**config.mk**
```make
export PLATFORM = sky130hd
export DESIGN_NAME = gpr_alias_file
export DESIGN_NICKNAME = d
export VERILOG_FILES = /design/src/rtl/gpr_alias_pkg.sv /design/src/rtl/gpr_view_read.sv /design/src/rtl/gpr_write_merge.sv /design/src/rtl/gpr_flag_bank.sv /design/src/rtl/gpr_alias_file.sv
export SDC_FILE = /design/constraint.sdc
export NUM_CORES = 1
export LEC_CHECK = 0
export BUFFER_PORTS_ARGS = -buffer_cell sky130_fd_sc_hd__buf_4
export CAP_MARGIN = 15
export CORE_ASPECT_RATIO = 1.4
export CORE_UTILIZATION = 56
export DETAILED_ROUTE_END_ITERATION = 10
export GPL_TIMING_DRIVEN = 0
export PLACE_DENSITY = 0.74
export SLEW_MARGIN = 20
export SYNTH_ARGS = -nofsm -noshare
export SYNTH_HDL_FRONTEND = slang
export SYNTH_SLANG_ARGS = --single-unit
```
**constraint.sdc**
```tcl
create_clock -name clk -period 4.6 [get_ports clk]
set_input_delay 0.69 -clock clk [delete_from_list [all_inputs] [get_ports clk]]
set_output_delay 0.69 -clock clk [all_outputs]
set_load 0.02 [all_outputs]
```
**src/rtl/gpr_alias_pkg.sv**
```systemverilog
package gpr_alias_pkg;

   // Access view codes seen on the size inputs
   typedef enum logic [1:0] {
      VW_BYTE = 2'b00,
      VW_HALF = 2'b01,
      VW_WORD = 2'b10,
      VW_WIDE = 2'b11   // alias of the word view
   } view_e;

   // Flag bit positions
   localparam int FLAG_CY = 0;
   localparam int FLAG_SG = 1;
   localparam int FLAG_OV = 2;
   localparam int FLAG_ZR = 3;
   localparam int NFLAGS  = 4;

   localparam int BYTE_W = 8;
   localparam int HALF_W = 16;

endpackage

```
**src/rtl/gpr_view_read.sv**
```systemverilog
module gpr_view_read
   import gpr_alias_pkg::*;
#(
   parameter int NREG            = 8,
   parameter int REG_W           = 32,
   parameter bit HIGH_BYTE_ALIAS = 1'b1,
   localparam int IDX_W          = $clog2(NREG)
) (
   input  logic [NREG-1:0][REG_W-1:0] bank_i,
   input  logic [IDX_W-1:0]           idx_i,
   input  logic [1:0]                 size_i,
   output logic [REG_W-1:0]           data_o
);

   localparam int HALF_CNT = NREG / 2;

   logic [REG_W-1:0] word_sel;
   logic [BYTE_W-1:0] byte_sel;

   assign word_sel = bank_i[idx_i];

   generate
      if (HIGH_BYTE_ALIAS) begin : g_alias
         logic              upper_half;
         logic [IDX_W-1:0]  base_idx;
         logic [REG_W-1:0]  base_word;
         assign upper_half = (idx_i >= IDX_W'(HALF_CNT));
         assign base_idx   = upper_half ? (idx_i - IDX_W'(HALF_CNT)) : idx_i;
         assign base_word  = bank_i[base_idx];
         assign byte_sel   = upper_half ? base_word[2*BYTE_W-1:BYTE_W]
                                        : base_word[BYTE_W-1:0];
      end else begin : g_flat
         assign byte_sel = word_sel[BYTE_W-1:0];
      end
   endgenerate

   always_comb begin
      case (view_e'(size_i))
         VW_BYTE: data_o = {{(REG_W-BYTE_W){1'b0}}, byte_sel};
         VW_HALF: data_o = {{(REG_W-HALF_W){1'b0}}, word_sel[HALF_W-1:0]};
         default: data_o = word_sel;
      endcase
   end

endmodule

```
**src/rtl/gpr_write_merge.sv**
```systemverilog
module gpr_write_merge
   import gpr_alias_pkg::*;
#(
   parameter int NREG            = 8,
   parameter int REG_W           = 32,
   parameter bit HIGH_BYTE_ALIAS = 1'b1,
   parameter int SLOT            = 0,
   localparam int IDX_W          = $clog2(NREG)
) (
   input  logic [REG_W-1:0] old_i,
   input  logic             wr_en_i,
   input  logic [IDX_W-1:0] wr_idx_i,
   input  logic [1:0]       wr_size_i,
   input  logic [REG_W-1:0] wr_data_i,
   output logic             hit_o,
   output logic [REG_W-1:0] next_o
);

   localparam int HALF_CNT = NREG / 2;

   logic             hi_byte;
   logic [IDX_W-1:0] tgt_idx;

   generate
      if (HIGH_BYTE_ALIAS) begin : g_alias
         assign hi_byte = (view_e'(wr_size_i) == VW_BYTE) &&
                          (wr_idx_i >= IDX_W'(HALF_CNT));
         assign tgt_idx = hi_byte ? (wr_idx_i - IDX_W'(HALF_CNT)) : wr_idx_i;
      end else begin : g_flat
         assign hi_byte = 1'b0;
         assign tgt_idx = wr_idx_i;
      end
   endgenerate

   assign hit_o = wr_en_i && (tgt_idx == IDX_W'(SLOT));

   always_comb begin
      next_o = old_i;
      case (view_e'(wr_size_i))
         VW_BYTE: begin
            if (hi_byte) next_o[2*BYTE_W-1:BYTE_W] = wr_data_i[BYTE_W-1:0];
            else         next_o[BYTE_W-1:0]        = wr_data_i[BYTE_W-1:0];
         end
         VW_HALF: next_o[HALF_W-1:0] = wr_data_i[HALF_W-1:0];
         default: next_o = wr_data_i;
      endcase
   end

endmodule

```
**src/rtl/gpr_flag_bank.sv**
```systemverilog
module gpr_flag_bank
   import gpr_alias_pkg::*;
#(
   parameter int NF = NFLAGS
) (
   input  logic          clk,
   input  logic          rst_n,
   input  logic [NF-1:0] we_i,
   input  logic [NF-1:0] wdata_i,
   output logic [NF-1:0] q_o
);

   for (genvar f = 0; f < NF; f++) begin : g_flag
      always_ff @(posedge clk or negedge rst_n) begin
         if (!rst_n)      q_o[f] <= 1'b0;
         else if (we_i[f]) q_o[f] <= wdata_i[f];
      end

      // a flag without its enable holds
      p_flag_hold_r9: assert property (@(posedge clk) disable iff (!rst_n)
         !we_i[f] |=> $stable(q_o[f]));
      // an enabled flag takes the written value
      p_flag_load_r9: assert property (@(posedge clk) disable iff (!rst_n)
         we_i[f] |=> (q_o[f] == $past(wdata_i[f])));
   end

endmodule

```
**src/rtl/gpr_alias_file.sv**
```systemverilog
module gpr_alias_file
   import gpr_alias_pkg::*;
#(
   parameter int NREG            = 8,
   parameter int REG_W           = 32,
   parameter bit HIGH_BYTE_ALIAS = 1'b1,
   localparam int IDX_W          = $clog2(NREG)
) (
   input  logic               clk,
   input  logic               rst_n,
   input  logic               wr_en,
   input  logic [IDX_W-1:0]   wr_idx,
   input  logic [1:0]         wr_size,
   input  logic [REG_W-1:0]   wr_data,
   input  logic [IDX_W-1:0]   rd0_idx,
   input  logic [1:0]         rd0_size,
   output logic [REG_W-1:0]   rd0_data,
   input  logic [IDX_W-1:0]   rd1_idx,
   input  logic [1:0]         rd1_size,
   output logic [REG_W-1:0]   rd1_data,
   input  logic [NFLAGS-1:0]  flag_we,
   input  logic [NFLAGS-1:0]  flag_wdata,
   output logic [NFLAGS-1:0]  flags_q
);

   localparam int HALF_CNT = NREG / 2;
   localparam int NRDPORT  = 2;

   if (REG_W < HALF_W) begin : g_chk_w
      $error("REG_W must hold at least the half view");
   end
   if (NREG < 2 || (NREG & (NREG - 1)) != 0) begin : g_chk_n
      $error("NREG must be a power of two, at least 2");
   end

   logic [NREG-1:0][REG_W-1:0] bank_q;

   // Register slots with per-slot merge logic
   for (genvar r = 0; r < NREG; r++) begin : g_slot
      logic             hit;
      logic [REG_W-1:0] nxt;

      gpr_write_merge #(
         .NREG(NREG), .REG_W(REG_W),
         .HIGH_BYTE_ALIAS(HIGH_BYTE_ALIAS), .SLOT(r)
      ) u_merge (
         .old_i    (bank_q[r]),
         .wr_en_i  (wr_en),
         .wr_idx_i (wr_idx),
         .wr_size_i(wr_size),
         .wr_data_i(wr_data),
         .hit_o    (hit),
         .next_o   (nxt)
      );

      always_ff @(posedge clk or negedge rst_n) begin
         if (!rst_n)   bank_q[r] <= '0;
         else if (hit) bank_q[r] <= nxt;
      end
   end

   // Read ports
   logic [NRDPORT-1:0][IDX_W-1:0] rp_idx;
   logic [NRDPORT-1:0][1:0]       rp_size;
   logic [NRDPORT-1:0][REG_W-1:0] rp_data;

   assign rp_idx  = {rd1_idx, rd0_idx};
   assign rp_size = {rd1_size, rd0_size};

   for (genvar p = 0; p < NRDPORT; p++) begin : g_rport
      gpr_view_read #(
         .NREG(NREG), .REG_W(REG_W), .HIGH_BYTE_ALIAS(HIGH_BYTE_ALIAS)
      ) u_rd (
         .bank_i(bank_q),
         .idx_i (rp_idx[p]),
         .size_i(rp_size[p]),
         .data_o(rp_data[p])
      );

      // byte reads zero-extend
      p_byte_zext_r6: assert property (@(posedge clk) disable iff (!rst_n)
         (view_e'(rp_size[p]) == VW_BYTE) |-> (rp_data[p][REG_W-1:BYTE_W] == '0));
      // half reads zero-extend
      p_half_zext_r3: assert property (@(posedge clk) disable iff (!rst_n)
         (view_e'(rp_size[p]) == VW_HALF) |-> (rp_data[p][REG_W-1:HALF_W] == '0));
   end

   assign rd0_data = rp_data[0];
   assign rd1_data = rp_data[1];

   gpr_flag_bank #(.NF(NFLAGS)) u_flags (
      .clk    (clk),
      .rst_n  (rst_n),
      .we_i   (flag_we),
      .wdata_i(flag_wdata),
      .q_o    (flags_q)
   );

   // idle write port leaves the bank alone
   p_idle_hold_r10: assert property (@(posedge clk) disable iff (!rst_n)
      !wr_en |=> $stable(bank_q));

   // half writes keep the upper bits of the target
   p_half_upper_keep_r3: assert property (@(posedge clk) disable iff (!rst_n)
      (wr_en && view_e'(wr_size) == VW_HALF) |=>
      (bank_q[$past(wr_idx)][REG_W-1:HALF_W] == $past(bank_q[wr_idx][REG_W-1:HALF_W])));

   // word writes land in full
   p_word_store_r2: assert property (@(posedge clk) disable iff (!rst_n)
      (wr_en && view_e'(wr_size) == VW_WORD) |=> (bank_q[$past(wr_idx)] == $past(wr_data)));

   if (HIGH_BYTE_ALIAS) begin : g_alias_chk
      // low-byte writes keep bits above the byte
      p_low_byte_keep_r4: assert property (@(posedge clk) disable iff (!rst_n)
         (wr_en && view_e'(wr_size) == VW_BYTE && wr_idx < IDX_W'(HALF_CNT)) |=>
         (bank_q[$past(wr_idx)][REG_W-1:BYTE_W] == $past(bank_q[wr_idx][REG_W-1:BYTE_W])));
      // high-byte numbers never touch the upper registers
      p_hi_byte_skip_r5: assert property (@(posedge clk) disable iff (!rst_n)
         (wr_en && view_e'(wr_size) == VW_BYTE && wr_idx >= IDX_W'(HALF_CNT)) |=>
         (bank_q[$past(wr_idx)] == $past(bank_q[wr_idx])));
   end

endmodule

```
---- After elaboration in Yosys (flattened, before gate mapping) ----
Index checks and enable logic that the tools add are counted.
storage, ports and cells
  register bits ........................... 260
  bits of input ports ..................... 58
  output and inout bits ................... 68
  word-level logic and storage cells ...... 107
operators by class
  add/sub/neg operators ................... 3
  $lt $le $gt $ge ......................... 7
  equality and inequality tests ........... 12
  muxes and demuxes ....................... 18
  bitwise logic cells ..................... 1
  reductions and logical operators ........ 38
operators with widths
  operator                                                                       count
  32-bit binary-select mux with 3-bit select                                     4
  32-bit case mux with 2 select lines                                            2
  32-bit two-way mux                                                             2
  16-bit two-way mux                                                             3
  2-bit AND reduction                                                            24
  8-bit two-way mux                                                              4
  3-bit by 4-bit less-than comparator with 1-bit output (second input constant)  4
  3-bit equality test (second input constant)                                    4
  3-bit >= comparator (second input constant)                                    3
  1-bit logical AND                                                              9
  3-bit two-way mux                                                              3
  3-bit subtractor (second input constant)                                       3
  2-bit by 1-bit equality test with 1-bit output (second input constant)         3
  3-bit by 2-bit equality test with 1-bit output (second input constant)         2
  2-bit zero test                                                                3
  3-bit by 1-bit equality test with 1-bit output (second input constant)         1
  3-bit zero test                                                                1
  2-bit by 1-bit != test with 1-bit output (second input constant)               1
  2-bit != test (second input constant)                                          1
  2-bit OR reduction                                                             1
  1-bit NOT                                                                      1

---- Logic depth before layout (Yosys ltp) ----
  depth in word-level cells ............... 6
  mapped depth ............................ 7
  mapped depth without buffers ............ 3

---- Modules after synthesis ----
A second synthesis with hierarchy kept.
second synthesis, totals
  cell total of the unflattened synthesis .. 1446
  area, all modules ....................... 19575.0 µm²
by module, submodules not included
  module                                    times used  cells an instance  area each (µm²)
  gpr_alias_file                            1           544                10760.3
  gpr_view_read                             2           215                2301.0
  gpr_write_merge at g_slot[5].u_merge ...  2           58                 506.7
  gpr_write_merge at g_slot[1].u_merge ...  2           58                 501.7
  gpr_write_merge at g_slot[0].u_merge      1           58                 528.0
  gpr_write_merge at g_slot[4].u_merge      1           58                 504.2
  gpr_write_merge at g_slot[7].u_merge      1           58                 503.0
  gpr_write_merge at g_slot[3].u_merge      1           58                 500.5
  gpr_flag_bank                             1           8                  160.2

---- Worst setup path after synthesis ----
OpenSTA, ideal clock, no wires.
  kind .................................... in2out
  from .................................... input rd0_idx[0]
  to ...................................... output rd0_data[0]
  data arrival time ....................... 2.306 ns
  required time ........................... 3.910 ns
  path slack .............................. 1.604 ns
  cell stages on the path ................. 5
  path buffers ............................ 3
  path through ............................ buf_2 -> buf_2 -> buf_2 -> mux4_2 -> o21ai_0
between the ends
  cells in the longest elaborated chain, start to end .. 6
RTL lines
  element                                                         RTL line                                  RTL
  start, declared                                                 gpr_alias_file.sv:15                      input logic [IDX_W-1:0] rd0_idx,
  3-bit subtractor / 3-bit >= comparator (equally long branches)  gpr_view_read.sv:28, gpr_view_read.sv:27
  3-bit two-way mux                                               gpr_view_read.sv:28                       assign base_idx = upper_half ? (idx_i - IDX_W'(HALF_CNT)) : idx_i;
  32-bit binary-select mux with 3-bit select                      gpr_view_read.sv:29                       assign base_word = bank_i[base_idx];
  16-bit two-way mux (not written as such)                        gpr_view_read.sv:29
  8-bit two-way mux                                               gpr_view_read.sv:30                       assign byte_sel = upper_half ? base_word[2*BYTE_W-1:BYTE_W]
  32-bit case mux with 2 select lines (*)                         gpr_view_read.sv:38                       case (view_e'(size_i))
  end, declared                                                   gpr_alias_file.sv:17                      output logic [REG_W-1:0] rd0_data,
Every way passes the cells marked *; elsewhere a longest branch is shown, timed or not. The select of a mux whose other input is x is not followed.

---- Worst setup path in the final report ----
  from .................................... input rd0_idx[1]
  to ...................................... output rd0_data[27]
between the ends
  cells in the longest elaborated chain, start to end .. 3
RTL lines
  element                                     RTL line             RTL
  32-bit binary-select mux with 3-bit select  gpr_view_read.sv:20  assign word_sel = bank_i[idx_i];
  32-bit two-way mux (not written as such)    gpr_view_read.sv:20
  32-bit case mux with 2 select lines         gpr_view_read.sv:38
No other way between the ends. The select of a mux whose other input is x is not followed.

==> summary.txt <==
Detailed routing
  • Vias post-DR: 9562
  • Total met2 wirelength after detailed routing: 20710 um
  • Wire per inst: 27.32 um
  • Detailed Routing Iterations Pass 1: 5
  • Met3 layer wire length in the routed design: 2531 um
  • Highest metal layer used by the detailed router: met4
  • Via-to-Cell Ratio: 6.500
  • Total routed wirelength: 40190 um
  • M1 wire length: 15280 um
  • Number of design rule violations left after detail routing: 0
  • Initial DRC count: 678
  • Post-route ant nets: 0

Timing
  • Final count of hold timing violations: 0
  • Min Clock Period, post-route: 3703 ps
  • Total Neg Setup Slack: 0 ps
  • Final-report setup violation count: 0
  • Unrepaired setup endpoints after global routing: no
  • Pins Over Slew Limit: 0
  • Fmax: 270.1 MHz
  • Remaining max-slew budget at the tightest pin: 0.2195
  • Final period util: 0.8050
  • Post-Route Hold Slack: 96.57 ps
  • Worst Max-Slew Pin Slew: 1166 ps
  • Post-route clock skew: 0 ps

Critical path
  • Crit Path Max Fanout: 10
  • WP data required: 3910 ps
  • Slowest cell delay on critical path: 650 ps
  • Worst R2R Setup Slack: 3770 ps
  • Cell type with the highest occurrence count on the critical path: sky130_fd_sc_hd__buf_2
  • Worst path bufs/invs: 4
  • Critical setup path kind: in2out
  • Endpoint type of the worst setup path: primary output
  • Kind of start point of the critical path: input pin
  • Critical-path cell list: buf_2 -> buf_2 -> buf_1 -> mux4_2 -> nand2_1 -> a21boi_0 -> buf_4
  • Worst EP arrival: 3010 ps
  • Slowest cell on the critical path: sky130_fd_sc_hd__buf_1
  • Critical path's top delay family: buffers and inverters

Final layout
  • Area grow syn2layout: 15.51%
  • Number of nets in the layout: 1197
  • Non-filler instance count after layout: 1471
  • Antenna Diode Count: 0
  • Fraction of final layout cells sized beyond drive strength 1: 0.5009

Global routing
  • Antenna violations before repair: 0
  • GRT Resource Usage Total: 0.3224
  • Global-route wire length before repair: 61240 um
  • Global route overflow: 0
  • Number of global-route vias before repair: 10119
  • Pin count of the biggest net entering global routing: 97

Min path
  • Class of the tightest hold or removal check: in2async

Floorplanning
  • Initial core utilization: 0.5759
  • Placeable Area: 24840 um2
  • Die Area: 26200 um2
  • Chip width: 137.1 um
  • Top-level port count: 126
  • Cell Rows: 68
  • Die Y: 191.1 um

Logic synthesis
  • Most instantiated flip-flop cell in the synthesis netlist: sky130_fd_sc_hd__dfrtp_1
  • Yosys warnings: 0
  • Post-synth ARST share: 1.000
  • Sequential area share after synthesis: 0.4547
  • Flop and latch count out of synthesis: 260
  • Average instance area after synthesis: 14.45 um2
  • Synth Net Count: 1048
  • Unique masters post-synth: 35
  • Syn Inst Count: 990
  • EDFF count, synth: 0
  • Post-Syn Area: 14310 um2

Clock tree
  • Clock latency on the worst-skew pair: 540 ps
  • Cell at the root of the clock tree: sky130_fd_sc_hd__clkbuf_16
  • Buffers inserted during post-CTS setup optimization: 0
  • Count of instances resized after the clock tree is built: 0
  • Clock slew at the register clock pins of the worst setup and hold paths: 60 ps
  • TritonCTS clock tree: yes
  • Clock buffers created by TritonCTS: 27
  • Number of clock sinks: 260
  • Maximum buffer depth of the clock tree: 3
  • H-Tree Depth: 1
  • Count of hold-fix buffers inserted at cts: 0

Place
  • HPWL after detailed placement: 27700 um
  • RePlAce Congestion: 0.8671
  • I/O Buffers: 118
  • Dpl cells: 1425

Power
  • Leakage power figure: 7.178 nW
  • Largest voltage drop on the vdd net: 367.8 uV
  • Power density over the cells: 450.5 nW/um2
  • Final total power: 0.007446 W

Status
  • Outcome: completed

Run
  • Total of max-cap violations: 0
-- layer usage --
layer / vias up / track usage
li1: 4047 / -
met1: 5001 / 0.3996
met2: 402 / 0.5482
met3: 112 / 0.05569
met4: 0 / 0.1462
met5: - / 0
-- cell type report --
cell class / count / area [um2]
fillers: 1876 / 8315
multi-input cells: 659 / 7467
flip-flops and latches: 260 / 6506
repair buffers: 120 / 948.4
clock buffers: 39 / 800.8
well taps: 315 / 394.1
plain buffers: 66 / 329.1
clock inverters: 7 / 63.81
inverters: 5 / 18.77
-- layout by cell type (no fill, tap or decap), types with 5 or more instances in the layout --
cell type | netlist | final
sky130_fd_sc_hd__clkbuf_16 | 0 | 27
sky130_fd_sc_hd__o21ai_0 | 8 | 8
sky130_fd_sc_hd__buf_4 | 9 | 126
sky130_fd_sc_hd__a22o_1 | 6 | 6
sky130_fd_sc_hd__nor3_2 | 6 | 7
sky130_fd_sc_hd__clkbuf_1 | 13 | 17
sky130_fd_sc_hd__nor2_1 | 26 | 25
sky130_fd_sc_hd__clkinv_2 | 0 | 5
sky130_fd_sc_hd__mux2_2 | 248 | 248
sky130_fd_sc_hd__mux2_1 | 20 | 20
sky130_fd_sc_hd__a22oi_1 | 10 | 10
sky130_fd_sc_hd__mux4_2 | 104 | 104
sky130_fd_sc_hd__buf_1 | 11 | 11
sky130_fd_sc_hd__a31o_2 | 5 | 5
sky130_fd_sc_hd__nand2_1 | 64 | 64
sky130_fd_sc_hd__clkbuf_8 | 0 | 8
sky130_fd_sc_hd__nor2b_1 | 7 | 7
sky130_fd_sc_hd__dfrtp_1 | 260 | 260
sky130_fd_sc_hd__buf_2 | 32 | 32
sky130_fd_sc_hd__mux2i_1 | 103 | 103
sky130_fd_sc_hd__a21boi_0 | 25 | 25
-- metrics by stage --
step	worst slack [ps]	cell area, um2	util
after floorplan	1604	14310	-
after global placement	646.1	15590	0.6275
after detailed placement	948.5	15660	0.6303
after CTS	955.7	16520	0.6651
after global routing	844.1	16530	0.6653
final	897.1	16530	0.6653
-- sequential cells by signal (all words and copies together) (netlist names) --
signal / flops
bank_q: 256
u_flags.q_o: 4
-- cells in the mapped netlist (4+ instances only) --
cell type,count,area share
sky130_fd_sc_hd__o2111ai_2,4,0.0042
sky130_fd_sc_hd__buf_1,11,0.0029
sky130_fd_sc_hd__buf_4,9,0.0047
sky130_fd_sc_hd__nor3_2,6,0.0042
sky130_fd_sc_hd__a21boi_0,25,0.013
sky130_fd_sc_hd__clkbuf_1,13,0.0034
sky130_fd_sc_hd__and2_1,4,0.0017
sky130_fd_sc_hd__dfrtp_1,260,0.45
sky130_fd_sc_hd__nand2_1,64,0.017
sky130_fd_sc_hd__inv_1,4,0.0010
sky130_fd_sc_hd__mux4_2,104,0.16
sky130_fd_sc_hd__o21ai_0,8,0.0028
sky130_fd_sc_hd__a22o_1,6,0.0037
sky130_fd_sc_hd__nor2b_1,7,0.0031
sky130_fd_sc_hd__buf_2,32,0.011
sky130_fd_sc_hd__a22oi_1,10,0.0052
sky130_fd_sc_hd__mux2_2,248,0.20
sky130_fd_sc_hd__nor2_1,26,0.0068
sky130_fd_sc_hd__mux2_1,20,0.016
sky130_fd_sc_hd__a31o_2,5,0.0031
sky130_fd_sc_hd__mux2i_1,103,0.072
sky130_fd_sc_hd__nand2b_1,4,0.0017
-- where the power goes --
| group | switching [W] | internal (W) | leakage (nW) |
|---|---|---|---|
| Sequential | 0.000413 | 0.00284 | 3.16 |
| Combinational | 0.000870 | 0.00116 | 3.59 |
| Clock | 0.000914 | 0.00125 | 0.433 |
-- worst paths after layout --
check,start,endpoint,cells past startpoint
min reg2reg,u_flags.q_o[0],u_flags.q_o[0],1
min in group clk,flag_wdata[0],u_flags.q_o[0],2
max,rd0_idx[1],rd0_data[27],7
min,rst_n,bank_q[138],1
max in group asynchronous,rst_n,bank_q[217],2
max reg2reg,bank_q[139],bank_q[139],1
-- kinds of logic (layout without fill, tap and decap cells) --
| logic type | count (synthesis) | in the layout | synth area share |
|---|---|---|---|
| simple gates | 119 | 119 | 0.03821 |
| mux | 475 | 475 | 0.4467 |
| buf+inv | 71 | 237 | 0.02431 |
| compound gates | 65 | 65 | 0.03611 |
| flops | 260 | 260 | 0.4547 |
Power figures use the tool's default switching activity.
